<file path="src/rtl/irq_regs_pkg.sv">
package irq_regs_pkg;

    // Word index of each register (byte address bits [4:2]).
    localparam int unsigned REG_IDX_W = 3;

    typedef enum logic [REG_IDX_W-1:0] {
        REG_STATUS  = 3'd0,
        REG_MASK    = 3'd1,
        REG_ENABLE  = 3'd2,
        REG_DISABLE = 3'd3,
        REG_TRIGGER = 3'd4
    } reg_sel_e;

    // One strobe per register with a write side effect.
    typedef struct packed {
        logic clr;
        logic en;
        logic dis;
        logic trig;
    } wr_strobe_t;

endpackage

</file>
<file path="src/rtl/irq_wr_decode.sv">
module irq_wr_decode
    import irq_regs_pkg::*;
(
    input  logic                 wr_en_i,
    input  logic [REG_IDX_W-1:0] idx_i,
    output wr_strobe_t           strb_o
);

    always_comb begin
        strb_o = '0;
        if (wr_en_i) begin
            case (reg_sel_e'(idx_i))
                REG_STATUS:  strb_o.clr  = 1'b1;
                REG_ENABLE:  strb_o.en   = 1'b1;
                REG_DISABLE: strb_o.dis  = 1'b1;
                REG_TRIGGER: strb_o.trig = 1'b1;
                default:     strb_o      = '0;
            endcase
        end
    end

    // At most one strobe fires per write (R8: mask word has no strobe).
    always_comb begin
        assert ($onehot0(strb_o))
            else $error("p_one_strobe_r8");
    end

endmodule

</file>
<file path="src/rtl/irq_src_state.sv">
module irq_src_state
    import irq_regs_pkg::*;
#(
    parameter int unsigned NUM_SRC = 10
) (
    input  logic               clk_i,
    input  logic               rst_ni,
    input  wr_strobe_t         strb_i,
    input  logic [NUM_SRC-1:0] wr_bits_i,
    input  logic [NUM_SRC-1:0] hw_event_i,
    output logic [NUM_SRC-1:0] status_o,
    output logic [NUM_SRC-1:0] mask_o,
    output logic               irq_o
);

    typedef struct packed {
        logic [NUM_SRC-1:0] status;
        logic [NUM_SRC-1:0] mask;
        logic               irq;
    } state_t;

    state_t st_d, st_q;

    logic [NUM_SRC-1:0] status_nxt;
    logic [NUM_SRC-1:0] mask_nxt;

    // Per-source next values: the event term is ORed last so it wins
    // over a clear in the same cycle.
    for (genvar i = 0; i < NUM_SRC; i++) begin : g_src
        logic clr_bit, set_bit, unmask_bit, mask_bit;
        assign clr_bit    = strb_i.clr  & wr_bits_i[i];
        assign set_bit    = (strb_i.trig & wr_bits_i[i]) | hw_event_i[i];
        assign unmask_bit = strb_i.en   & wr_bits_i[i];
        assign mask_bit   = strb_i.dis  & wr_bits_i[i];
        assign status_nxt[i] = (st_q.status[i] & ~clr_bit) | set_bit;
        assign mask_nxt[i]   = (st_q.mask[i] & ~unmask_bit) | mask_bit;
    end

    always_comb begin
        st_d        = st_q;
        st_d.status = status_nxt;
        st_d.mask   = mask_nxt;
        st_d.irq    = |(status_nxt & ~mask_nxt);
    end

    always_ff @(posedge clk_i or negedge rst_ni) begin
        if (!rst_ni) begin
            st_q.status <= '0;
            st_q.mask   <= '1;
            st_q.irq    <= 1'b0;
        end else begin
            st_q <= st_d;
        end
    end

    assign status_o = st_q.status;
    assign mask_o   = st_q.mask;
    assign irq_o    = st_q.irq;

    // an event always leaves its bit set, clear or not.
    p_event_sets_r4: assert property (@(posedge clk_i) disable iff (!rst_ni)
        (hw_event_i != '0) |=> ((st_q.status & $past(hw_event_i)) == $past(hw_event_i)))
        else $error("p_event_sets_r4");

    // status bits fall only under a status clear write.
    p_clear_only_r2: assert property (@(posedge clk_i) disable iff (!rst_ni)
        !strb_i.clr |=> ((st_q.status & $past(st_q.status)) == $past(st_q.status)))
        else $error("p_clear_only_r2");

    // mask moves only under an enable or disable write.
    p_mask_hold_r8: assert property (@(posedge clk_i) disable iff (!rst_ni)
        !(strb_i.en || strb_i.dis) |=> $stable(st_q.mask))
        else $error("p_mask_hold_r8");

    // a trigger write cannot lower any status bit.
    p_trig_sets_r7: assert property (@(posedge clk_i) disable iff (!rst_ni)
        strb_i.trig |=> ((st_q.status & $past(wr_bits_i)) == $past(wr_bits_i)))
        else $error("p_trig_sets_r7");

endmodule

</file>
<file path="src/rtl/irq_rd_mux.sv">
module irq_rd_mux
    import irq_regs_pkg::*;
#(
    parameter int unsigned NUM_SRC = 10,
    parameter int unsigned DATA_W  = 32
) (
    input  logic [REG_IDX_W-1:0] idx_i,
    input  logic [NUM_SRC-1:0]   status_i,
    input  logic [NUM_SRC-1:0]   mask_i,
    output logic [DATA_W-1:0]    rd_data_o
);

    localparam int unsigned PAD_W = DATA_W - NUM_SRC;

    logic [NUM_SRC-1:0] field;

    always_comb begin
        case (reg_sel_e'(idx_i))
            REG_STATUS: field = status_i;
            REG_MASK:   field = mask_i;
            default:    field = '0;
        endcase
        rd_data_o = {{PAD_W{1'b0}}, field};
    end

endmodule

</file>
<file path="src/rtl/irq_ctrl_regs.sv">
module irq_ctrl_regs
    import irq_regs_pkg::*;
#(
    parameter int unsigned NUM_SRC = 10,
    parameter int unsigned DATA_W  = 32,
    parameter int unsigned ADDR_W  = 5
) (
    input  logic              clk_i,
    input  logic              rst_ni,
    input  logic              wr_en_i,
    input  logic [ADDR_W-1:0] addr_i,
    input  logic [DATA_W-1:0] wr_data_i,
    output logic [DATA_W-1:0] rd_data_o,
    input  logic [NUM_SRC-1:0] hw_event_i,
    output logic              irq_o
);

    localparam int unsigned BYTE_SEL_W = 2;

    logic [REG_IDX_W-1:0] idx;
    wr_strobe_t           strb;
    logic [NUM_SRC-1:0]   status_q;
    logic [NUM_SRC-1:0]   mask_q;
    logic [NUM_SRC-1:0]   wr_bits;
    logic                 unused_bits;

    assign idx         = addr_i[BYTE_SEL_W +: REG_IDX_W];
    assign wr_bits     = wr_data_i[NUM_SRC-1:0];
    assign unused_bits = ^{wr_data_i[DATA_W-1:NUM_SRC], addr_i[BYTE_SEL_W-1:0]};

    irq_wr_decode i_dec (
        .wr_en_i (wr_en_i),
        .idx_i   (idx),
        .strb_o  (strb)
    );

    irq_src_state #(.NUM_SRC(NUM_SRC)) i_state (
        .clk_i      (clk_i),
        .rst_ni     (rst_ni),
        .strb_i     (strb),
        .wr_bits_i  (wr_bits),
        .hw_event_i (hw_event_i),
        .status_o   (status_q),
        .mask_o     (mask_q),
        .irq_o      (irq_o)
    );

    irq_rd_mux #(.NUM_SRC(NUM_SRC), .DATA_W(DATA_W)) i_rd (
        .idx_i     (idx),
        .status_i  (status_q),
        .mask_i    (mask_q),
        .rd_data_o (rd_data_o)
    );

    // the registered line agrees with the stored status and mask.
    p_irq_match_r9: assert property (@(posedge clk_i) disable iff (!rst_ni)
        irq_o == |(status_q & ~mask_q))
        else $error("p_irq_match_r9");

    // reserved read bits stay zero.
    p_rsvd_zero_r11: assert property (@(posedge clk_i) disable iff (!rst_ni)
        rd_data_o[DATA_W-1:NUM_SRC] == '0)
        else $error("p_rsvd_zero_r11");

    // write-only words read zero.
    p_wo_zero_r10: assert property (@(posedge clk_i) disable iff (!rst_ni)
        (idx == REG_ENABLE || idx == REG_DISABLE || idx == REG_TRIGGER) |-> rd_data_o == '0)
        else $error("p_wo_zero_r10");

endmodule

</file>
<file path="config.mk">
export PLATFORM = sky130hd
export DESIGN_NAME = irq_ctrl_regs
export DESIGN_NICKNAME = d
export VERILOG_FILES = /design/src/rtl/irq_regs_pkg.sv /design/src/rtl/irq_wr_decode.sv /design/src/rtl/irq_src_state.sv /design/src/rtl/irq_rd_mux.sv /design/src/rtl/irq_ctrl_regs.sv
export SDC_FILE = /design/constraint.sdc
export NUM_CORES = 1
export LEC_CHECK = 0
export ABC_AREA = 0
export BUFFER_PORTS_ARGS = -buffer_cell sky130_fd_sc_hd__buf_2
export CORE_ASPECT_RATIO = 0.6
export CORE_MARGIN = 3
export CORE_UTILIZATION = 38
export CTS_BUF_LIST = sky130_fd_sc_hd__clkbuf_16
export DETAILED_ROUTE_END_ITERATION = 8
export PLACE_DENSITY = 0.8
export SLEW_MARGIN = 20
export SYNTH_ARGS = -nofsm -noshare
export SYNTH_HDL_FRONTEND = slang
export SYNTH_SLANG_ARGS = --single-unit
</file>
<file path="constraint.sdc">
create_clock -name clk_i -period 1.28 [get_ports clk_i]
set_clock_uncertainty 0.15 [all_clocks]
set_input_delay 0.064 -clock clk_i [delete_from_list [all_inputs] [get_ports clk_i]]
set_output_delay 0.064 -clock clk_i [all_outputs]
set_load 0.005 [all_outputs]
</file>
==> results_dict.tcl <==
set metrics [dict create \
    outcome "finished, violations left" \
    violated_checks "negative hold slack, negative setup slack" \
    pin_count_of_the_biggest_net_entering_global_routing 22 \
    synth_seq_area_share 0.400 \
    met1Wirelength_um 1660 \
    worst_r2r_endpoint "i_state.irq_o" \
    grt_use_total 0.175 \
    ir_worst_vdd_v 0.000588 \
    yosys.area.top_type_share 0.205 \
    filler_instances 308 \
    flops_latches_synth 21 \
    post-layout-total-power_mw 1.96 \
    post_drt_via_cell_ratio 4.64 \
    fin_cells 247 \
    crit_fanout 4 \
    max_freq_mhz 690 \
    synthTopCellsByArea "sky130_fd_sc_hd__dfrtp_1, sky130_fd_sc_hd__dfstp_2, sky130_fd_sc_hd__buf_4" \
    grt_pass1_wl_um 5580 \
    postRouteWirelength_um 3590 \
    combPwrFrac 0.237 \
    detailroute.wirelength.met3_um 240 \
    yosysWarningCount 0 \
    worst-endpoint-required_ns 1.25 \
    syn-cell-area_mm2 0.00134 \
    clk_sinks 21 \
    tns_ns -0.200 \
    post-route-period-util 1.13 \
    layout-area-overhead-vs-synth_pct 41.7 \
    power-per-cell-area_mw_per_mm2 1030 \
    drc 0 \
    sequentialPowerShare 0.427 \
    met2WireLength_um 1690 \
    start_kind "primary input" \
    tritoncts "yes" \
    core_region_area_mm2 0.00332 \
    internal_power_mw 1.45 \
    final_antenna_diode_count 0 \
    fin_crit_ns 1.45 \
    layout.nets 253 \
    yosysTopAreaCell "sky130_fd_sc_hd__dfrtp_1" \
    report.final.setup_viol 3 \
    die_w_um 82.8 \
    fin_hold_ws_ns -0.135 \
    clockBufferDepth 2 \
    worst_r2r_setup_slack_ns -0.17 \
    slew_viol_final 0 \
    global_route.overflow_total 0 \
    postSynthAreaPerCell_um2 9.88 \
    worstSetupPathType "in -> reg" \
    total_leakage_power_nw 0.891 \
    vias_in_the_first_global_route 1133 \
    postSynth.asyncResetShare 1.00 \
    antenna_violating_nets_post_route 0 \
    initial_core_utilization 0.404 \
    gp_routability_congestion 0.887 \
    switching_share 0.261 \
    floorplan_row_count 16 \
    routed-via-count 1146 \
    cts_root_buffer "sky130_fd_sc_hd__clkbuf_16" \
    per_cell_routed_wire_length_um 14.6 \
    drt-initial-drc-count 55 \
    r2r.worst_path.cells 4 \
    post_synth_num_cell_types 29 \
    yosys-top-cells-count "sky130_fd_sc_hd__buf_4, sky130_fd_sc_hd__nand2_1, sky130_fd_sc_hd__mux2i_1" \
    synth-edff-count 0 \
    worstSkewPairLatency_ns 0.25 \
    drive_above_1_share 0.490 \
    die_height_um 52.1 \
    setup_repair_after_global_routing_missed_its_margin "yes" \
    p_switching_mw 0.512 \
    worstReg2RegStart "i_state.mask_o[6]" \
    maxCapViolations 0 \
    num_io_pins 83 \
    path_clk_slew_ns 0.06 \
    clock_power_share 0.336 \
    endpoint_kind "flip-flop" \
    holdCritPathClass "in -> reg" \
    synth.most_common_cell "sky130_fd_sc_hd__buf_4" \
    top_layer_used "met4" \
    synthCells 136 \
    numPortBuffers 36 \
    worst_slack_ns -0.169 \
    post-dp-hpwl_um 2680 \
    final_hold_vios 5 \
    cts_buffers 3 \
    setup.worst_path.start "addr_i[2]" \
    cp.arrival_ns 1.42 \
    placed_cells 231 \
    cts-htree-levels 1 \
    drt_pre_antenna_iters 4 \
    synth_flop_cell "sky130_fd_sc_hd__dfrtp_1" \
    critical_path.endpoint "i_state.irq_o" \
    grt_antenna_before_repair 0 \
    die_area_mm2 0.00431 \
]
## cells by family (layout without fill, tap and decap cells)
kind of cell | after synthesis | in the layout | share of synthesized area
compound gates | 19 | 19 | 0.104
buf+inv | 37 | 82 | 0.171
flops | 21 | 21 | 0.400
mux | 21 | 21 | 0.165
other cells | 1 | 22 | 0.00279
simple gates | 37 | 37 | 0.156
## critical path, stage by stage
cell and delay (ns):
sky130_fd_sc_hd__buf_8 0.10, sky130_fd_sc_hd__or4b_4 0.57, sky130_fd_sc_hd__o21ai_4 0.16, sky130_fd_sc_hd__a21oi_2 0.08, sky130_fd_sc_hd__a2111oi_2 0.33, sky130_fd_sc_hd__nand4_1 0.11
## flip-flops by register name, indices dropped and copies added, names as in the netlist
register / cells
i_state.status_o: 10
i_state.irq_o: 1
i_state.mask_o: 10
## placed cells by master, fill, tap and decap left out, types with 5 or more instances in the layout
cell                            instances
sky130_fd_sc_hd__buf_2                 33
sky130_fd_sc_hd__buf_4                 23
sky130_fd_sc_hd__conb_1                22
sky130_fd_sc_hd__nand2_1               14
sky130_fd_sc_hd__mux2i_1               12
sky130_fd_sc_hd__dfrtp_1               11
sky130_fd_sc_hd__nor2_1                10
sky130_fd_sc_hd__dfstp_2               10
sky130_fd_sc_hd__dlygate4sd3_1          9
sky130_fd_sc_hd__inv_1                  8
sky130_fd_sc_hd__mux2_2                 6
sky130_fd_sc_hd__a221oi_2               5
sky130_fd_sc_hd__a21oi_1                5
## layer usage
metal	vias to the layer above	GRT usage
met5	-	0
met4	0	0.0272
met3	2	0.0484
met2	31	0.270
met1	552	0.248
li1	561	-
## per-stage QoR
stage               hold WS, ns  utilization  cell area, µm²  setup slack [ns]
global route             -0.125        0.573            1900            -0.229
detailed placement       -0.107        0.489            1620            -0.526
global placement         -0.122        0.489            1620            -0.489
floorplan                -0.382            -            1430            -0.263
CTS                      -0.140        0.564            1870            -0.195
finish                   -0.135        0.573            1900            -0.169
## area by class of cell
class,instances,area [µm²],area share
tap,45,56.3,0.0296
sequential,21,538,0.283
inverter,10,37.5,0.0197
multi-input combinational,99,723,0.380
timing repair buffer,68,469,0.246
clock inverter,1,5.00,0.00263
clock buffer,3,75.1,0.0394
## worst min path at each step
| stage | end | cells after the start | start | slack [ns] |
|---|---|---|---|---|
| 2_1_floorplan | i_state.irq_o | 0 | rst_ni | -0.38 |
| 3_3_place_gp | i_state.status_o[6] | 1 | rst_ni | -0.12 |
| 3_5_place_dp | i_state.status_o[6] | 1 | rst_ni | -0.11 |
| 4_1_cts | i_state.status_o[1] | 3 | hw_event_i[1] | -0.14 |
| 5_1_grt | i_state.status_o[5] | 3 | hw_event_i[5] | -0.13 |
| 6_report | i_state.status_o[1] | 3 | hw_event_i[1] | -0.14 |
## power groups by stage
stage / clock network, mW / logic, mW / registers, mW
finish: 0.660 / 0.465 / 0.838
global placement: 0 / 0.395 / 0.836
floorplan: 0 / 0.275 / 0.826
detailed placement: 0 / 0.407 / 0.845
CTS: 0.667 / 0.456 / 0.837
global route: 0.703 / 0.513 / 0.846
## timing repair
action                                  in CTS  in global routing
hold buffers                                 8                  1
endpoints found under the setup margin       6                 15
hold endpoints to repair                    31                  5
resized for setup                           16                  8
setup buffers                                4                  1
pin swaps                                    9                  4
Power figures use the tool's default switching activity.
